[src/rtl/nib_alu_pkg.sv]
package nib_alu_pkg;
    localparam int OPW = 5;

    typedef enum logic [OPW-1:0] {
        OP_ADD  = 5'd0,
        OP_SUBR = 5'd1,
        OP_SUBM = 5'd2,
        OP_INC  = 5'd3,
        OP_DEC  = 5'd4,
        OP_RL   = 5'd5,
        OP_RR   = 5'd6,
        OP_CPL  = 5'd7,
        OP_CPC  = 5'd8,
        OP_CLRB = 5'd9,
        OP_CLRC = 5'd10,
        OP_SETC = 5'd11,
        OP_C2A  = 5'd12,
        OP_C2A9 = 5'd13,
        OP_DADJ = 5'd14,
        OP_LDI  = 5'd15,
        OP_LDR  = 5'd16
    } alu_op_e;
endpackage

[src/rtl/nib_alu_arith.sv]
module nib_alu_arith #(
    parameter int DW = 4
) (
    input  logic [DW-1:0] acc,
    input  logic          cy,
    input  logic [DW-1:0] opnd,
    output logic [DW:0]   add_res,
    output logic [DW:0]   subr_res,
    output logic [DW:0]   subm_res
);
    localparam logic [DW:0] WRAP = {1'b1, {DW{1'b0}}};

    logic [DW:0] acc_x, opnd_x, cy_x;

    always_comb begin
        acc_x    = {1'b0, acc};
        opnd_x   = {1'b0, opnd};
        cy_x     = {{DW{1'b0}}, cy};
        add_res  = acc_x + opnd_x + cy_x;
        subr_res = acc_x + {1'b0, ~opnd} + cy_x;
        // true result lies in 0 .. 2*WRAP-1, so modular arithmetic is exact
        subm_res = acc_x + WRAP - opnd_x - cy_x;
    end
endmodule

[src/rtl/nib_alu_step.sv]
module nib_alu_step #(
    parameter int DW = 4
) (
    input  logic [DW-1:0] acc,
    input  logic          cy,
    output logic [DW-1:0] inc_acc,
    output logic          inc_cy,
    output logic [DW-1:0] dec_acc,
    output logic          dec_cy,
    output logic [DW-1:0] adj_acc,
    output logic          adj_cy
);
    localparam logic [DW-1:0] DEC_TEN = DW'(10);
    localparam logic [DW:0]   DEC_FIX = (DW+1)'(6);

    logic          need_fix;
    logic [DW:0]   fix_sum;

    always_comb begin
        inc_acc  = acc + 1'b1;
        inc_cy   = (inc_acc == '0);
        dec_acc  = acc - 1'b1;
        dec_cy   = (dec_acc != '1);
        need_fix = (acc >= DEC_TEN) || cy;
        fix_sum  = {1'b0, acc} + DEC_FIX;
        adj_acc  = need_fix ? fix_sum[DW-1:0] : acc;
        adj_cy   = (need_fix && fix_sum[DW]) ? 1'b1 : cy;
    end
endmodule

[src/rtl/nib_alu_rot.sv]
module nib_alu_rot #(
    parameter int DW = 4
) (
    input  logic [DW-1:0] acc,
    input  logic          cy,
    output logic [DW-1:0] rl_acc,
    output logic          rl_cy,
    output logic [DW-1:0] rr_acc,
    output logic          rr_cy,
    output logic [DW-1:0] cpl_acc
);
    always_comb begin
        {rl_cy, rl_acc} = {acc, cy};
        {rr_acc, rr_cy} = {cy, acc};
        cpl_acc         = ~acc;
    end
endmodule

[src/rtl/nib_alu.sv]
module nib_alu
    import nib_alu_pkg::*;
#(
    parameter int DW = 4
) (
    input  logic          clk,
    input  logic          rst,
    input  logic          op_valid,
    input  logic [OPW-1:0] op_sel,
    input  logic [DW-1:0] operand,
    input  logic [DW-1:0] imm,
    output logic [DW-1:0] acc_q,
    output logic          carry_q
);
    localparam logic [DW-1:0] NINE = DW'(9);

    logic [DW:0]   add_res, subr_res, subm_res;
    logic [DW-1:0] inc_acc, dec_acc, adj_acc, rl_acc, rr_acc, cpl_acc;
    logic          inc_cy, dec_cy, adj_cy, rl_cy, rr_cy;
    logic [DW-1:0] acc_d;
    logic          cy_d;

    nib_alu_arith #(.DW(DW)) u_arith (
        .acc(acc_q), .cy(carry_q), .opnd(operand),
        .add_res(add_res), .subr_res(subr_res), .subm_res(subm_res)
    );

    nib_alu_step #(.DW(DW)) u_step (
        .acc(acc_q), .cy(carry_q),
        .inc_acc(inc_acc), .inc_cy(inc_cy),
        .dec_acc(dec_acc), .dec_cy(dec_cy),
        .adj_acc(adj_acc), .adj_cy(adj_cy)
    );

    nib_alu_rot #(.DW(DW)) u_rot (
        .acc(acc_q), .cy(carry_q),
        .rl_acc(rl_acc), .rl_cy(rl_cy),
        .rr_acc(rr_acc), .rr_cy(rr_cy),
        .cpl_acc(cpl_acc)
    );

    // next-state selection
    always_comb begin
        acc_d = acc_q;
        cy_d  = carry_q;
        if (op_valid) begin
            case (op_sel)
                OP_ADD:  {cy_d, acc_d} = add_res;
                OP_SUBR: {cy_d, acc_d} = subr_res;
                OP_SUBM: {cy_d, acc_d} = subm_res;
                OP_INC:  begin acc_d = inc_acc; cy_d = inc_cy; end
                OP_DEC:  begin acc_d = dec_acc; cy_d = dec_cy; end
                OP_RL:   begin acc_d = rl_acc;  cy_d = rl_cy;  end
                OP_RR:   begin acc_d = rr_acc;  cy_d = rr_cy;  end
                OP_CPL:  acc_d = cpl_acc;
                OP_CPC:  cy_d  = ~carry_q;
                OP_CLRB: begin acc_d = '0; cy_d = 1'b0; end
                OP_CLRC: cy_d  = 1'b0;
                OP_SETC: cy_d  = 1'b1;
                OP_C2A:  begin acc_d = {{(DW-1){1'b0}}, carry_q}; cy_d = 1'b0; end
                OP_C2A9: begin acc_d = NINE + {{(DW-1){1'b0}}, carry_q}; cy_d = 1'b0; end
                OP_DADJ: begin acc_d = adj_acc; cy_d = adj_cy; end
                OP_LDI:  acc_d = imm;
                OP_LDR:  acc_d = operand;
                default: ;
            endcase
        end
    end

    // state register
    always_ff @(posedge clk) begin
        if (rst) begin
            acc_q   <= '0;
            carry_q <= 1'b0;
        end else begin
            acc_q   <= acc_d;
            carry_q <= cy_d;
        end
    end
endmodule

[config.mk]
export PLATFORM = sky130hd
export DESIGN_NAME = nib_alu
export DESIGN_NICKNAME = d
export VERILOG_FILES = /design/src/rtl/nib_alu_pkg.sv /design/src/rtl/nib_alu_arith.sv /design/src/rtl/nib_alu_step.sv /design/src/rtl/nib_alu_rot.sv /design/src/rtl/nib_alu.sv
export SDC_FILE = /design/constraint.sdc
export NUM_CORES = 1
export LEC_CHECK = 0
export BUFFER_PORTS_ARGS = -buffer_cell sky130_fd_sc_hd__buf_2
export CORE_MARGIN = 2
export CORE_UTILIZATION = 48
export DETAILED_ROUTE_END_ITERATION = 16
export GPL_TIMING_DRIVEN = 0
export PLACE_DENSITY = 0.81
export SETUP_SLACK_MARGIN = 0.15
export SYNTH_ARGS = -nofsm -noshare
export SYNTH_HDL_FRONTEND = slang
export SYNTH_SLANG_ARGS = --single-unit
[constraint.sdc]
create_clock -name clk -period 2.6 [get_ports clk]
set_input_delay 0.26 -clock clk [delete_from_list [all_inputs] [get_ports clk]]
set_output_delay 0.26 -clock clk [all_outputs]
set_load 0.02 [all_outputs]
; Word-level counts from Yosys, hierarchy flattened
; Cells that the tools add are included.
[word_totals]
ff_bits = 5
input_bits = 16
wordCells = 49
[op_classes]
n_addsub = 11
n_lt_le_gt_ge = 1
eq_ne = 19
n_mux = 4
n_bitwise = 3
reduce_logical = 9
[ops]
columns = operator, count
row1 = 4-bit case mux with 14 select lines, 1
row2 = "5-bit by 4-bit == test with 1-bit output, second input constant", 8
row3 = "5-bit by 3-bit == test with 1-bit output, second input constant", 4
row4 = 14-bit nonzero test, 1
row5 = 1-bit case mux with 11 select lines, 1
row6 = 11-bit nonzero test, 1
row7 = 4-bit by 4-bit adder with 5-bit output, 2
row8 = 5-bit by 1-bit adder with 5-bit output, 2
row9 = "5-bit by 2-bit == test with 1-bit output, second input constant", 2
row10 = 4-bit NOT, 2
row11 = 3-bit AND reduction, 2
row12 = "4-bit by 3-bit adder with 5-bit output, second input constant", 1
row13 = "4-bit by 5-bit adder with 5-bit output, second input constant", 1
row14 = "5-bit by 1-bit == test with 1-bit output, second input constant", 1
row15 = "5-bit == test, second input constant", 1
row16 = 5-bit zero test, 1
row17 = 5-bit by 1-bit subtractor with 5-bit output, 1
row18 = 5-bit by 4-bit subtractor with 5-bit output, 1
row19 = "4-bit by 1-bit adder with 4-bit output, first input constant", 1
row20 = "4-bit by 1-bit adder with 4-bit output, second input constant", 1
row21 = "4-bit greater-or-equal comparator, second input constant", 1
row22 = 4-bit zero test, 1
row23 = 4-bit 2-to-1 mux, 1
row24 = "2-bit by 1-bit inequality test with 1-bit output, second input constant", 2
row25 = other kinds (7), 7

; Longest topological paths before layout
; Gate-level depths: netlist of run 1.
[depth]
word_depth = 5
mapped_depth = 13
mapped_depth_nobuf = 12

; Modules after synthesis
; From an unflattened synthesis of run 1, not the netlist that was laid out.
[unflattened]
cells_unflattened = 218
area_unflattened_um2 = 1786.7
[modules_own_cells]
columns = mod, instances, cells_per_inst, area_each_um2
row1 = nib_alu, 1, 113, 905.9
row2 = nib_alu_arith, 1, 53, 496.7
row3 = nib_alu_step, 1, 38, 294.0
row4 = nib_alu_rot, 1, 14, 90.1

; Least setup slack after synthesis of run 1
; Ideal clock, no wire load.
[synth_timing]
path_kind = reg2reg
start = register carry_q
end = register carry_q
setup_time_ns = 0.116
t_arrival_ns = 2.663
required_ns = 2.484
path_slack_ns = -0.179
path_stages_with_launch = 13
synth_period_minus_slack_ns = 2.779
path_cell_list = dfxtp_1 inv_1 fa_1 inv_1 ha_1 nor2_1 fa_1 nand2_1 a21oi_1 xnor2_1 a2111oi_0 or3_1 a21oi_1
[synth_via]
elab_chain_len = 4
[synth_lines]
columns = item, line_no
row1 = from (decl), nib_alu.sv:13  ; output logic carry_q
row2 = from (signal assigned), nib_alu.sv:77  ; carry_q <= cy_d;
row3 = "parallel branches: the longest is 4 deep, another holds 5-bit by 1-bit subtractor with 5-bit output", -
; Several ways; the timed one is not identified.
; A chain may end at the register's enable or synchronous reset.

; Final worst setup path of run 1
[layout_timing]
start = register acc_q[0]
end = register carry_q
[layout_via]
elab_chain_len = 5
[layout_lines]
columns = item, line_no
row1 = from (decl), nib_alu.sv:12  ; output logic [DW-1:0] acc_q,
row2 = from (signal assigned), nib_alu.sv:73  ; acc_q <= '0;
row3 = from (signal assigned), nib_alu.sv:76  ; acc_q <= acc_d;
row4 = "parallel branches: the longest is 5 deep, another holds 4-bit by 5-bit adder with 5-bit output", -
; Several ways; the timed one is not identified.

==> qor.txt, run 1 <==
YOSYS
-----------------------------------------------------------------------------------------------------------------
Combinational family with the most area after synthesis                                              compound AO/OA/AOI/OAI gates
Synthesized Nets                                                                                              234
Most numerous cell types in the synthesized netlist                                                  ha_1 (19), inv_1 (18), a21oi_1 (12), nand2_1 (12), xnor2_1 (10)
Count of flip-flops with a built-in enable after synthesis                                                      0
Yosys synthesis warning count                                                                                   0
Post-synthesis cell area                                                                              0.00153 mm2
Top cells by area in the synthesized netlist                                                         ha_1 (16%), fa_1 (7.9%), dfxtp_1 (6.6%)
Arithmetic-cell share of the synthesized area counting full adders, half adders and majority gates          23.4%
Top cell type's share of synthesized area                                                                   15.6%
Top_reg_cell synth                                                                                        dfxtp_1
Synth Register Bits                                                                                             5
Complex-gate fraction of the synthesized area                                                               28.3%
Mux share of post-synthesis cell area                                                                       2.05%
Sequential element share of the synthesized area                                                            6.55%
Cell type with the largest total area after synthesis                                                        ha_1
Proportion of register bits with asynchronous set or reset after synthesis                                     0%
Xor-xnor portion of the synthesized cell area                                                               6.31%
Post-synthesis average cell area                                                                         7.92 um2
Post-synthesis cell type count                                                                                 59
Most common cell in the synthesized netlist                                                                  ha_1
Synth Instances                                                                                               193
Simple logic cell fraction of the synthesized area                                                          22.7%

GLOBAL ROUTING
-----------------------------------------------------------------------------------------------------------------
Initial antenna violation count                                                                                 0
Via count of the first global-routing pass                                                                   1447
Largest net degree at the start of global routing                                                              17
Wire length of the first global-routing pass                                                              6930 um
Aggregate global-route resource usage                                                                       25.4%
Total grt overflow                                                                                              0

STA
-----------------------------------------------------------------------------------------------------------------
Setup repair after global routing missed its margin                                                          true
Slew of the pin with the lowest slew margin                                                              0.473 ns
Number of slew-limit violations in the final report                                                             0
Number of failing hold endpoints at the final stage                                                             0
Post-route minimum period                                                                                 2.75 ns
Final clock skew                                                                                        0.0105 ns
Setup WS post-layout                                                                                    -0.150 ns
Hold Worst Slack                                                                                         0.251 ns
Crit share post-route                                                                                        106%
Post-route setup TNS                                                                                    -0.350 ns
Slew Limit Headroom                                                                                         68.5%
Final setup violating endpoints                                                                                 3
Max Clk Rate                                                                                              364 MHz

CRITICAL PATH
-----------------------------------------------------------------------------------------------------------------
Critical path data required time                                                                          2.78 ns
Number of cells on the critical path                                                                           13
Highest cell delay on the worst timing path                                                               0.58 ns
Timing endpoint of the critical path                                                                 carry_q$_SDFFE_PP0P_
R2r startpoint                                                                                       acc_q[0]$_SDFFE_PP0P_
Reg2reg path depth                                                                                             13
Worst Setup End Kind                                                                                    flip-flop
Element type at the critical path start                                                                 flip-flop
Critical path, cell by cell                                                                          buf_8, inv_8, fa_2, inv_2, ha_4, nor2_4, fa_2, nand2_2, a21oi_2, xnor2_2, a2111oi_2, or3_1, a21oi_2
CP Buf/Inv Count                                                                                                3
Critical path peak fanout                                                                                       4
Start point of the critical path                                                                     acc_q[0]$_SDFFE_PP0P_
Slowest stage cell, crit path                                                                                fa_2
FF-to-FF setup slack                                                                                     -0.15 ns
Critical setup path kind                                                                             flip-flop to flip-flop
Worst endpoint data arrival time                                                                          2.93 ns
Reg-to-Reg End                                                                                       carry_q$_SDFFE_PP0P_
Kind of cell with the highest combined delay on the critical path                                     adder cells

PLACED DESIGN
-----------------------------------------------------------------------------------------------------------------
Half-perimeter wire length after detailed placement                                                       3220 um
Place WS                                                                                                -0.128 ns
PortBufs                                                                                                       18
Number of placed instances with taps included                                                                 255
Final GP Congestion                                                                                         0.981

DETAILED ROUTING
-----------------------------------------------------------------------------------------------------------------
Overall via count from detail_route                                                                          1677
Remaining antenna violation count                                                                               0
Via density per instance                                                                                     6.05
DRT Wirelength                                                                                            4800 um
Number of optimization iterations in the first detailed-route pass                                              4
Remaining routing DRC violations                                                                                0
Wire length per cell after detailed routing                                                               17.3 um
DRC violation total after the first TritonRoute iteration                                                     158

FLOORPLAN
-----------------------------------------------------------------------------------------------------------------
Area of the core region                                                                               0.00303 mm2
Total I/O pin count                                                                                            21
Vertical die dimension                                                                                    60.4 um
Die area                                                                                              0.00365 mm2
Die Width                                                                                                 60.4 um
Rows                                                                                                           20
Starting Density                                                                                            50.5%

RUN STATUS
-----------------------------------------------------------------------------------------------------------------
Violations in the final reports                                                                      setup timing
Status                                                                                               finished with violations

CLOCK TREE
-----------------------------------------------------------------------------------------------------------------
Clock edge transition at the registers on the reported setup and hold paths                               0.05 ns
Total number of H-tree levels                                                                                   1
Clock tree root buffer cell                                                                              clkbuf_4
Total CTS buffers                                                                                               3
TritonCTS clock tree                                                                                        built
Clk buf depth                                                                                                   2
Num Clock Sinks                                                                                                 5
Hold buffers post-CTS                                                                                           0
Clock network latency to the later pin of the worst-skew pair                                             0.25 ns

JOB
-----------------------------------------------------------------------------------------------------------------
Max-cap viol count                                                                                              0

FINAL LAYOUT
-----------------------------------------------------------------------------------------------------------------
Area Growth Syn to Fin                                                                                      29.9%
Net total in the final layout                                                                                 275
Count of non-filler cells in the finished layout                                                              277
Ant diodes                                                                                                      0
Final Util                                                                                                  65.5%
Fraction of final layout cells sized beyond drive strength 1                                                36.1%

WORST HOLD PATH
-----------------------------------------------------------------------------------------------------------------
Hold Path Class                                                                                      input port to flip-flop
Hold Path Cell Cnt                                                                                              2

POWER AND IR DROP
-----------------------------------------------------------------------------------------------------------------
Total power density per cell area                                                                      329 mW/mm2
Pleak                                                                                                    0.863 nW
Highest ir drop seen on vdd                                                                            0.000169 V

## metal layers
metal	vias to the layer above	GRT usage (%)	part of all wire, %
met5	-	0	0
met4	0	4.04	4.2
met3	20	5.12	8.7
met2	91	43.0	47
met1	786	34.3	40
li1	780	-	-
## cell families (layout without fill, tap and decap cells)
logic type	after synthesis	after routing
compound gates	60	60
simple gates	57	57
buf+inv	32	72
fa+ha+maj	25	25
xor+xnor	11	11
flops	5	5
mux	3	3
## final cells by class
cell class / instances / area (um2)
plain buffers: 13 / 104
clock buffers: 4 / 26.3
fillers: 266 / 1040
inverters: 19 / 81.3
multi-input cells: 156 / 1360
flip-flops and latches: 5 / 106
well taps: 44 / 55.1
repair buffers: 36 / 255
## metrics by stage
step	area [um2]	total power, mW
global route	1980	0.696
finish	1980	0.652
CTS	1860	0.577
detailed placement	1700	0.419
floorplan	1550	0.334
global placement	1700	0.415
## registers in the layout, indices dropped and copies added, names as in the netlist
signal / cells
acc_q: 4
carry_q: 1
## where the power goes
part | internal (mW) | switching [mW]
Clock | 0.0582 | 0.0350
Sequential | 0.0836 | 0.0210
Combinational | 0.224 | 0.231
Total | 0.365 | 0.287
## what timing repair did
item | CTS | global route
pin swaps | 8 | 16
endpoints found under the setup margin | 4 | 5
gates resized for setup | 7 | 24
setup buffers | 12 | 6
## placed cells by master, fill, tap and decap left out, types with 2 or more instances in the layout
cell and n:
dfxtp_2 2, buf_2 22, ha_4 2, a21oi_2 4, o2bb2ai_1 2, a32oi_1 3
o21ai_0 9, fa_2 2, fa_1 4, buf_6 11, inv_2 2, xnor2_1 8
nand4_1 3, nand3b_1 5, ha_1 17, a311oi_1 2, o2111ai_1 2, nor2b_1 4
inv_1 15, clkbuf_4 3, nand2_1 11, buf_4 14, o211ai_1 2, mux2i_1 2
nand2b_1 4, o21a_1 2, xnor2_2 2, nand3_1 8, nor3_1 3, a31oi_1 2
a2bb2oi_1 2, a21oi_1 9, nor2_1 8, dfxtp_1 2
## worst min path at each step
stage / start / end
after global routing: rst / acc_q[0]$_SDFFE_PP0P_
after global placement: rst / carry_q$_SDFFE_PP0P_
after detailed placement: rst / carry_q$_SDFFE_PP0P_
after floorplan: rst / carry_q$_SDFFE_PP0P_
after CTS: rst / carry_q$_SDFFE_PP0P_
final: rst / acc_q[0]$_SDFFE_PP0P_
Power figures use the tool's default switching activity.
==> run 2, diff against run 1 <==
Settings changed: REMOVE_ABC_BUFFERS set to 1.
==> qor.txt, run 2 (synthesized netlist as in run 1, its figures left out) <==
RUN STATUS
------------------------------------------------------------------------------------------
Status                                                                        finished with violations
Violations in the final reports                                               setup timing

STA
------------------------------------------------------------------------------------------
Slew of the pin with the lowest slew margin                                       0.564 ns
Slew Limit Headroom                                                                  61.4%
Setup WS post-layout                                                            -0.0401 ns
Post-route minimum period                                                          2.64 ns
Setup repair after global routing missed its margin                                   true
Post-route setup TNS                                                            -0.0449 ns
Number of slew-limit violations in the final report                                      0
Final clock skew                                                                 0.0106 ns
Final setup violating endpoints                                                          2
Crit share post-route                                                                 102%
Max Clk Rate                                                                       379 MHz
Number of failing hold endpoints at the final stage                                      0

PLACED DESIGN
------------------------------------------------------------------------------------------
Place WS                                                                         -0.498 ns
Final GP Congestion                                                                  0.958
Half-perimeter wire length after detailed placement                                3040 um
Placed inst area                                                               0.00159 mm2
PortBufs                                                                                20

FINAL LAYOUT
------------------------------------------------------------------------------------------
Commonest non-fill, non-tap cell in the layout                                       buf_2
Registers with the most flip-flops                                            acc_q (4), carry_q (1)
Area Growth Syn to Fin                                                               17.6%
Total non-filler cell area in the finished layout                              0.00180 mm2
Most used cells in the layout excluding fill and tap cells                    buf_2 (20), ha_1 (17), inv_1 (15), nand2_1 (11), a21oi_1 (10)
Register containing the most flip-flops in the final layout                          acc_q
Final Util                                                                           59.3%
Ant diodes                                                                               0
Net total in the final layout                                                          255
Largest register FFs                                                                     4
Fraction of final layout cells sized beyond drive strength 1                         30.0%
Number of fill cells                                                                   278

FLOORPLAN
------------------------------------------------------------------------------------------
Die area                                                                       0.00365 mm2
Vertical die dimension                                                             60.4 um
Total I/O pin count                                                                     21
Starting Density                                                                     50.5%
Area of the core region                                                        0.00303 mm2
Rows                                                                                    20
Die Width                                                                          60.4 um

DETAILED ROUTING
------------------------------------------------------------------------------------------
Remaining routing DRC violations                                                         0
Remaining antenna violation count                                                        0
Number of optimization iterations in the first detailed-route pass                       4
DRT Wirelength                                                                     4230 um
DRC violation total after the first TritonRoute iteration                              154
Wire length per cell after detailed routing                                        16.5 um
Via density per instance                                                              5.93
Overall via count from detail_route                                                   1524

CLOCK TREE
------------------------------------------------------------------------------------------
Clock edge transition at the registers on the reported setup and hold paths        0.05 ns
Clock network latency to the later pin of the worst-skew pair                      0.25 ns
Total CTS buffers                                                                        3
Num Clock Sinks                                                                          5
Clk buf depth                                                                            2
TritonCTS clock tree                                                                 built
Total number of H-tree levels                                                            1
Clock tree root buffer cell                                                       clkbuf_4

CRITICAL PATH
------------------------------------------------------------------------------------------
Worst Setup End Kind                                                             flip-flop
Critical path peak fanout                                                                3
Element type at the critical path start                                          flip-flop
Critical setup path kind                                                      flip-flop to flip-flop
Reg2reg path depth                                                                      10
Critical path data required time                                                   2.73 ns
Worst endpoint data arrival time                                                   2.77 ns

POWER AND IR DROP
------------------------------------------------------------------------------------------
Total power density per cell area                                               311 mW/mm2
Pleak                                                                             0.748 nW
Total power consumption of the routed design                                      0.559 mW
Highest ir drop seen on vdd                                                     0.000276 V

GLOBAL ROUTING
------------------------------------------------------------------------------------------
Via count of the first global-routing pass                                            1418
Wire length of the first global-routing pass                                       6710 um
Initial antenna violation count                                                          0
Largest net degree at the start of global routing                                       23
Aggregate global-route resource usage                                                24.3%
Total grt overflow                                                                       0

WORST HOLD PATH
------------------------------------------------------------------------------------------
Hold Path Class                                                               input port to flip-flop
Hold Path Cell Cnt                                                                       2

JOB
------------------------------------------------------------------------------------------
Max-cap viol count                                                                       0

[run 2: area by class of cell]
class	instances	area [um2]	area share [%]
clock buffers	4	26.3	1.46
multi-input cells	156	1360	75.7
flip-flops and latches	5	109	6.06
well taps	44	55.1	3.06
inverters	19	78.8	4.39
repair buffers	29	168	9.33
[run 2: power breakdown]
group	internal [mW]	switching [mW]
Sequential	0.0832	0.0233
Clock	0.0582	0.0348
Combinational	0.160	0.199
Total	0.302	0.257
[run 2: path summary, 6_finish.rpt]
check	startpoint	end	slack [ns]
worst max-delay path	acc_q[0]$_SDFFE_PP0P_	acc_q[2]$_SDFFE_PP0P_	-0.04
worst max register to register	acc_q[0]$_SDFFE_PP0P_	acc_q[2]$_SDFFE_PP0P_	-0.04
worst min-delay path	rst	carry_q$_SDFFE_PP0P_	0.21
worst min register to register	carry_q$_SDFFE_PP0P_	carry_q$_SDFFE_PP0P_	0.69
[run 2: layer usage]
metal  part of all wire [%]  up-vias  track usage, %  wire length, um
met4                    2.4        0            5.59              102
met5                      0        -               0                0
met3                    5.6       10            4.05              235
met1                     44      715            32.4             1880
li1                       -      737               -                -
met2                     48       62            41.5             2010
[run 2: metrics by stage]
step / hold WS (ns) / instances
2_1_floorplan: 0.329 / 180
3_5_place_dp: 0.476 / 244
6_report: 0.208 / 257
5_1_grt: 0.213 / 257
4_1_cts: 0.201 / 252
3_3_place_gp: 0.478 / 244
[run 2: critical path: stages, from the launching register on]
cell and delay [ns]:
dfxtp_4 0.37, clkinv_4 0.06, fa_2 0.62, ha_4 0.16, nor2_4 0.04, fa_2 0.36, xnor2_2 0.15, o2bb2ai_1 0.12
nor3_1 0.20, o2111ai_1 0.17, o221a_2 0.25
[run 2: timing repair]
item,4_1_cts,5_1_grt
pin swaps,6,9
setup buffers,4,5
resized for setup,16,15
hold buffers,0,0
endpoints found under the setup margin,5,3
